<file path="config.mk">
export PLATFORM = sky130hd
export DESIGN_NAME = iq_window_monitor
export DESIGN_NICKNAME = d
export VERILOG_FILES = /design/src/rtl/iq_window_monitor.sv
export SDC_FILE = /design/constraint.sdc
export NUM_CORES = 1
export LEC_CHECK = 0
export BUFFER_PORTS_ARGS = -buffer_cell sky130_fd_sc_hd__buf_2
export CORE_ASPECT_RATIO = 1.1
export CORE_MARGIN = 2
export CORE_UTILIZATION = 35
export DETAILED_ROUTE_END_ITERATION = 12
export GPL_ROUTABILITY_DRIVEN = 0
export GPL_TIMING_DRIVEN = 0
export PLACE_DENSITY_LB_ADDON = 0.15
export SLEW_MARGIN = 20
export SYNTH_ARGS = -nofsm -noshare
export SYNTH_HDL_FRONTEND = slang
export SYNTH_SLANG_ARGS = --single-unit
</file>
<file path="constraint.sdc">
create_clock -name clk -period 9.3 [get_ports clk]
set_input_delay 0.465 -clock clk [delete_from_list [all_inputs] [get_ports clk]]
set_output_delay 0.465 -clock clk [all_outputs]
set_load 0.05 [all_outputs]
</file>
<file path="src/rtl/iq_window_monitor.sv">
module iq_window_monitor #(
  parameter int WIN_BITS  = 10,
  parameter int CNT_W     = 4,
  parameter int OCC_W     = 7,
  parameter int MAX_LEVEL = 3,
  parameter int AVG_SH    = 2,
  localparam int LVL_W    = (MAX_LEVEL < 2) ? 1 : $clog2(MAX_LEVEL + 1)
) (
  input  logic             clk,
  input  logic             rst_n,
  input  logic [CNT_W-1:0] issue_cnt,
  input  logic [CNT_W-1:0] commit_cnt,
  input  logic [CNT_W-1:0] stall_cnt,
  input  logic [CNT_W-1:0] ready_cnt,
  input  logic [OCC_W-1:0] occupancy,
  output logic [LVL_W-1:0] level,
  output logic             change,
  output logic [3:0]       cause
);
  localparam int IW = CNT_W + WIN_BITS;
  localparam int OW = OCC_W + WIN_BITS;
  localparam int MW = IW + 8 + LVL_W;
  localparam int QW = OW + 3;

  logic [WIN_BITS-1:0] win_cnt;
  logic [IW-1:0] acc_i, acc_c, acc_s, acc_r;
  logic [IW-1:0] prev_i, full_i, avg_i;
  logic [OW-1:0] acc_o, avg_o;
  logic [3:0]    cause_nx;
  logic [LVL_W-1:0] lvl_nx;
  logic [5:0]    rate_th;

  wire last = &win_cnt;

  wire [IW-1:0] tot_i = acc_i + IW'(issue_cnt);
  wire [IW-1:0] tot_c = acc_c + IW'(commit_cnt);
  wire [IW-1:0] tot_s = acc_s + IW'(stall_cnt);
  wire [IW-1:0] tot_r = acc_r + IW'(ready_cnt);
  wire [OW-1:0] tot_o = acc_o + OW'(occupancy);

  wire [MW-1:0] wnd  = MW'(1) << WIN_BITS;
  wire [MW-1:0] i100 = MW'(tot_i) * MW'(100);
  wire [MW-1:0] s100 = MW'(tot_s) * MW'(100);

  assign rate_th = (32'(level) >= 32'd14) ? 6'd0 : 6'(32'd27 - 32'(level) * 32'd2);

  wire g1 = i100 < MW'(prev_i) * MW'(92);
  wire g2 = i100 < MW'(full_i) * MW'(94);
  wire g3 = s100 > MW'(tot_r) * MW'(15);

  wire s1 = MW'(tot_i) > MW'(tot_c) + wnd;
  wire s2 = s100 < MW'(tot_r) * MW'(3);
  wire s3 = MW'(tot_i) * MW'(10) < (MW'(rate_th) << WIN_BITS);
  wire s4 = QW'(tot_o) * QW'(5) < QW'(avg_o);
  wire s5 = MW'(avg_i) * MW'(100) > i100 + (((MW'(level) + MW'(1)) * MW'(15)) << WIN_BITS);

  wire grow   = g1 | g2 | g3;
  wire shrink = s1 | s2 | s3 | s4 | s5;

  always_comb begin
    if      (g1) cause_nx = 4'd1;
    else if (g2) cause_nx = 4'd2;
    else if (g3) cause_nx = 4'd3;
    else if (s1) cause_nx = 4'd4;
    else if (s2) cause_nx = 4'd5;
    else if (s3) cause_nx = 4'd6;
    else if (s4) cause_nx = 4'd7;
    else if (s5) cause_nx = 4'd8;
    else         cause_nx = 4'd0;
  end

  always_comb begin
    lvl_nx = level;
    if (grow) begin
      if (level != '0) lvl_nx = level - 1'b1;
    end else if (shrink) begin
      if (level != LVL_W'(MAX_LEVEL)) lvl_nx = level + 1'b1;
    end
  end

  always_ff @(posedge clk) begin
    if (!rst_n) begin
      win_cnt <= '0;
      acc_i   <= '0;
      acc_c   <= '0;
      acc_s   <= '0;
      acc_r   <= '0;
      acc_o   <= '0;
      prev_i  <= '0;
      full_i  <= '0;
      avg_i   <= '0;
      avg_o   <= '0;
      level   <= '0;
      cause   <= '0;
      change  <= 1'b0;
    end else begin
      win_cnt <= win_cnt + 1'b1;
      change  <= 1'b0;
      if (last) begin
        acc_i  <= '0;
        acc_c  <= '0;
        acc_s  <= '0;
        acc_r  <= '0;
        acc_o  <= '0;
        level  <= lvl_nx;
        cause  <= cause_nx;
        change <= (lvl_nx != level);
        prev_i <= tot_i;
        if (level == '0) full_i <= tot_i;
        avg_i  <= avg_i - (avg_i >> AVG_SH) + (tot_i >> AVG_SH);
        avg_o  <= avg_o - (avg_o >> AVG_SH) + (tot_o >> AVG_SH);
      end else begin
        acc_i  <= tot_i;
        acc_c  <= tot_c;
        acc_s  <= tot_s;
        acc_r  <= tot_r;
        acc_o  <= tot_o;
      end
    end
  end
endmodule

</file>
==> metrics.cfg, run 1 <==
[logic_synthesis]
yosysSeqAreaShare_pct=13.48
synth_edf_count=0
synthCells=2561
synthArstFlopShare_pct=0
yosysTopAreaCell=ha_1
ys.flop_type=dfxtp_1
synthXorXnorAreaFrac_pct=8.028
avgSynthCellArea_um2=8.641
synth-simple-area-share_pct=14.50
synth_fa_ha_area_share_pct=40.87
yosys_warnings=0
synthMuxAreaShare_pct=0.1809
synth.top_cell.area_share_pct=27.70
synth_area_leaders=ha_1, dfxtp_1, fa_1
synth_top_family_by_area=adder cells
synth_area_um2=22130
syn_nets=3221
synth_seq_cells=149
synth_compound_area_share_pct=15.96
synthDistinctLibCells=85

[route]
post-route-drc-count=0
ant_nets=0
dr.pass1.iters=5
vias=17420
wl_per_cell_um=16.19
via_per_inst=5.039
postRouteWirelength_um=55990
drt_iter0_drc=600

[sta]
hold_violations=0
whs_ns=0.4293
finalCriticalPeriod_ns=8.782
rsz0062_at_grt=no
worst_slew_pin_slew_ns=1.088
fin_worst_skew_ns=0.01227
drv_slew=0
setup_violations=0
relSlewSlack_pct=27.23
fmax_mhz=113.9
min_period_over_period_pct=94.43

[floorplan]
start_util_pct=35.43
coreArea_um2=62460
die-width_um=243.8
die_area_um2=65260
ios=32
rows=96
die_h_um=267.7

[clocking]
cts_sinks=149
path_clk_slew_ns=0.06
clock-root-buffer=clkbuf_16
clockBufferDepth=2
cts_tree=yes
cts_hold_buffers=0
numCtsBuffers=17
clock_latency_ns=0.47
cts_max_level=4

[global_route]
antenna_found_initial=1
grt_pass1_wl_um=93290
grt_max_degree=17
overflow=0
grt_usage_pct=17.89
grt_pass1_vias=18250

[final_layout]
design_area_um2=24070
area_growth_pct=8.752
drive_gt1_share_pct=4.345
final_common_cell=ha_1
num_antenna_cells=0
fin_nets=3271
nFillCells=6425
final_util_pct=38.53
finalNonFillerCells=3457
final_cell_mix=ha_1, inv_1, nand2_1

[worst_setup_path]
crit_slowest_cell=a221oi_1
cp.required_ns=9.60
critical_path_class=reg -> reg
start_kind=flop
crit_path_end_kind=flop
max_stage_delay_ns=0.57
path_buf_inv=5
crit_top_cell=ha_1
cp_top_family=adder cells
critPathArrivalTime_ns=9.08
crit_fanout=6

[placed_design]
hpwl_um=46710
dpl_cell_area_um2=23360
place_inst=3425
port_buffers=31

[pwr]
p_leak_nw=12.67
ir_drop_mv=0.1967
power_density_nw_per_um2=275.6

[min_path]
holdCritPathClass=in -> reg

[flow_run]
drv_cap=0

[run_status]
status=finished clean

==> cells in the mapped netlist, drive strengths merged, types with 6 or more instances <==
library cell  number
nor3              36
o31ai              9
or2               15
nand2            159
a21oi            139
nand3             46
dfxtp            149
nor2b             40
inv              383
a21boi            21
and2              52
a311oi             7
o21ai            115
a211o              7
nand2b            30
xor2              85
o21bai            18
o211a             22
o31a               6
clkbuf            25
nor4              11
and3              39
ha               490
o21a              26
o41ai              9
a211oi            12
nor3b             10
a21o              54
nand4             22
xnor2            117
o211ai            18
nor2             146
a31oi             13
or3               15
a2111oi            6
fa               145
==> metrics by stage <==
step                      setup WS, ns  TNS (ns)  power [mW]
after CTS                       0.1491         0       6.732
after floorplan                  2.387         0       4.574
after global placement         -0.1035   -0.1035       5.757
after detailed placement      -0.08126  -0.08126       5.861
after global routing           0.03117         0       7.418
final                           0.5179         0       6.633
==> routing by layer <==
layer,share of wire (%),wire [um],vias to the layer above,track usage [%]
met4,2.3,1307,0,5.488
met5,0,0,-,0
met1,46,25680,8317,22.15
li1,-,-,8899,-
met3,1.9,1060,51,1.834
met2,50,27940,154,32.57
==> final timing paths <==
path / from / endpoint / slack [ns] / cells after the start
worst max-delay path: acc_i[0]$_SDFF_PP0_ / change$_SDFF_PN0_ / 0.52 / 35
worst min-delay path: commit_cnt[0] / acc_c[0]$_SDFF_PP0_ / 0.43 / 3
worst max register to register: acc_i[0]$_SDFF_PP0_ / change$_SDFF_PN0_ / 0.52 / 35
worst min register to register: cause[2]$_SDFFE_PN0P_ / cause[2]$_SDFFE_PN0P_ / 0.44 / 2
==> worst min-delay path: stages <==
cell and delay, ns:
buf_2 0.09, ha_1 0.16, and3_1 0.15
==> kinds of logic (layout without fill, tap and decap cells) <==
kind of cell,Yosys count,in the layout
buf+inv,411,474
fa+ha+maj,636,636
compound gates,525,525
flops,149,149
mux,4,4
simple gates,633,633
xor+xnor,202,202
other cells,1,1
==> power breakdown <==
part           total, mW  switching (mW)  internal, mW
clock network      0.824           0.329         0.496
logic               5.11            2.92          2.19
registers          0.698          0.0235         0.675
==> layout make-up <==
type | count | area, um2 | share of cell area [%]
multi-input cells | 2001 | 17670 | 73.43
clock inverters | 13 | 219.0 | 0.9098
flip-flops and latches | 149 | 2983 | 12.39
plain buffers | 28 | 105.1 | 0.4367
clock buffers | 19 | 452.9 | 1.882
inverters | 383 | 1438 | 5.973
well taps | 833 | 1042 | 4.331
repair buffers | 31 | 155.1 | 0.6447
==> flip-flops by register name (all words and copies together) (netlist names) <==
register	count
prev_i	14
acc_r	14
avg_o	17
change	1
acc_c	14
avg_i	14
cause	4
full_i	14
win_cnt	10
acc_i	14
acc_o	17
acc_s	14
level	2
==> what timing repair did <==
| action | CTS | global route |
|---|---|---|
| resized for setup | 0 | 5 |
| endpoints found under the setup margin | 0 | 3 |
| setup buffers | 0 | 0 |
Note: power is estimated with default switching activity, not from simulation.
==> run 2: changes to the inputs <==
CORE_ASPECT_RATIO = 2   (was 1.1)
==> run 2 against run 1 <==
Combinational power increased by 3%. Worst hold slack better by 0.011 ns. Utilization shrank 0.16 points. Design area down 0.16%. Worst setup slack gained 0.10 ns. Critical path type unchanged. Clock power down 5.7%. Highest routed layer unchanged. Die area grew 0.18%. Cell count fell by 1.2%. Register-to-register slack gained 0.10 ns. Sequential share of layout area about the same. Fmax rose by 1.2%.
==> metrics.cfg, run 2 (synthesis gave the netlist of run 1 again) <==
[run_status]
status=finished clean

[clocking]
clock-root-buffer=clkbuf_16
cts_hold_buffers=0  ; unchanged
cts_max_level=4  ; unchanged
clock_latency_ns=0.45  ; -0.02 ns
numCtsBuffers=17  ; unchanged
clockBufferDepth=2  ; unchanged
path_clk_slew_ns=0.07  ; about the same
cts_tree=yes
cts_sinks=149  ; unchanged
cts_post_setup_buffers_inserted=0  ; unchanged

[sta]
drv_slew=0  ; unchanged
fin_worst_skew_ns=0.01045  ; -0.001825 ns
fmax_mhz=115.2  ; +1.2%
rsz0062_at_grt=no
hold_violations=0  ; unchanged
relSlewSlack_pct=23.41  ; -3.8 points
worst_slew_pin_slew_ns=1.145  ; +0.05723 ns
finalCriticalPeriod_ns=8.679  ; -0.1029 ns
min_period_over_period_pct=93.32  ; -1.1 points
setup_violations=0  ; unchanged
whs_ns=0.4405  ; +0.01111 ns

[global_route]
gr-usage-met3_pct=1.507  ; -0.33 points
gr-usage-met2_pct=41.97  ; +9.4 points
grt_pass1_vias=19230  ; +5.4%
grt.busiest_layer=met2
antenna_found_initial=0  ; -1
grt_pass1_wl_um=100000  ; +7.2%
grt_usage_pct=19.63  ; +1.7 points
met1_usage_pct=18.16  ; -4.0 points
grt_max_degree=17  ; unchanged
overflow=0  ; unchanged

[final_layout]
seq_area_um2=2983  ; unchanged
drive_gt1_share_pct=4.457  ; +0.11 points
fin_nets=3272  ; +0.031%
final_cell_mix=ha_1, inv_1, nand2_1
biggestRegsByFlops=acc_o (17), avg_o (17)
area_growth_pct=8.583
final_common_cell=ha_1
multi_input_area_um2=17720  ; +0.26%
nFillCells=6421  ; -0.062%
num_antenna_cells=0  ; unchanged

[worst_setup_path]
crit_path_end_kind=flop
path_depth=31  ; -11%
crit_top_cell=ha_1
r2r_cells=31  ; -11%
cp.required_ns=9.61  ; about the same
cp_top_family=adder cells
max_stage_delay_ns=0.50  ; -0.07 ns
crit_fanout=6  ; unchanged
crit_slowest_cell=fa_1
critPathArrivalTime_ns=8.99  ; -0.09 ns
path_buf_inv=4  ; -1
critical_path_class=reg -> reg
start_kind=flop

[floorplan]
ios=32  ; unchanged
coreArea_um2=62620  ; +0.26%
die_h_um=359.6  ; +34%
die-width_um=181.8  ; -25%
die_area_um2=65380  ; +0.18%
rows=130  ; +35%
start_util_pct=35.34  ; -0.092 points

[min_path]
holdCritPathClass=reg -> reg
whs_path_depth=2  ; -1

[placed_design]
hpwl_um=53490  ; +15%
port_buffers=31  ; unchanged

[route]
wl_per_cell_um=18.23  ; +13%
ant_nets=0  ; unchanged
vias=17850  ; +2.5%
drt_iter0_drc=539  ; -10%
via_per_inst=5.224  ; +3.7%
dr.pass1.iters=5  ; unchanged
post-route-drc-count=0  ; unchanged
postRouteWirelength_um=62300  ; +11%

[pwr]
power_density_nw_per_um2=280.6  ; +1.8%
p_leak_nw=12.67  ; about the same
power_mw=6.742  ; +1.7%
ir_drop_mv=0.2542  ; +29%

[flow_run]
drv_cap=0  ; unchanged

[run 2: cell types whose count changed in the layout (fill, tap and decap cells not counted), sizes merged]
cell      change
buf           +1
bufinv        -1
clkbuf        -1
clkinv        +1
clkinvlp      +1
[run 2: worst min-delay path: stages, from the launching register on]
cell and delay (ns):
dfxtp_1 0.31, nand2_1 0.05, nand2_1 0.04
[run 2: where the power goes]
part / internal, mW / switching [mW] / total (mW)
combinational: 2.22 / 3.05 / 5.27
clock: 0.453 / 0.324 / 0.777
sequential: 0.675 / 0.0250 / 0.700
[run 2: path summary, 6_finish.rpt]
| kind | startpoint | endpoint | slack [ns] |
|---|---|---|---|
| max | acc_i[0]$_SDFF_PP0_ | change$_SDFF_PN0_ | 0.62 |
| min | cause[2]$_SDFFE_PN0P_ | cause[2]$_SDFFE_PN0P_ | 0.44 |
| max reg2reg | acc_i[0]$_SDFF_PP0_ | change$_SDFF_PN0_ | 0.62 |
| min reg2reg | cause[2]$_SDFFE_PN0P_ | cause[2]$_SDFFE_PN0P_ | 0.44 |
[run 2: through the flow]
stage / worst slack, ns / area (um2) / utilization (%) / setup TNS, ns / instances
finish: 0.6208 / 24030 / 38.37 / 0 / 3417
floorplan: 2.387 / 22130 / - / 0 / 2561
CTS: 0.02242 / 23950 / 38.25 / 0 / 3417
global route: 0.1814 / 24030 / 38.37 / 0 / 3417
detailed placement: -0.6136 / 23310 / 37.22 / -1.680 / 3385
global placement: -0.5476 / 23280 / 37.17 / -1.434 / 3384
[run 2: what timing repair did]
item | in CTS | in global routing
hold endpoints to repair | 0 | 0
gates cloned | 0 | 0
gates resized for setup | 3 | 9
endpoints found under the setup margin | 3 | 3
[run 2: final cells by class]
class / count / area share, %
multi-input combinational: 2001 / 73.74
sequential: 149 / 12.41
inverter: 383 / 5.983
tap: 792 / 4.124
clock buffer: 18 / 1.786
clock inverter: 14 / 0.8279
timing repair buffer: 32 / 0.6925
buffer: 28 / 0.4374
[run 2: metal layers]
| metal | vias up | part of all wire [%] |
|---|---|---|
| li1 | 8909 | - |
| met4 | 0 | 4.3 |
| met2 | 214 | 59 |
| met1 | 8637 | 35 |
| met3 | 92 | 1.6 |
| met5 | - | 0 |
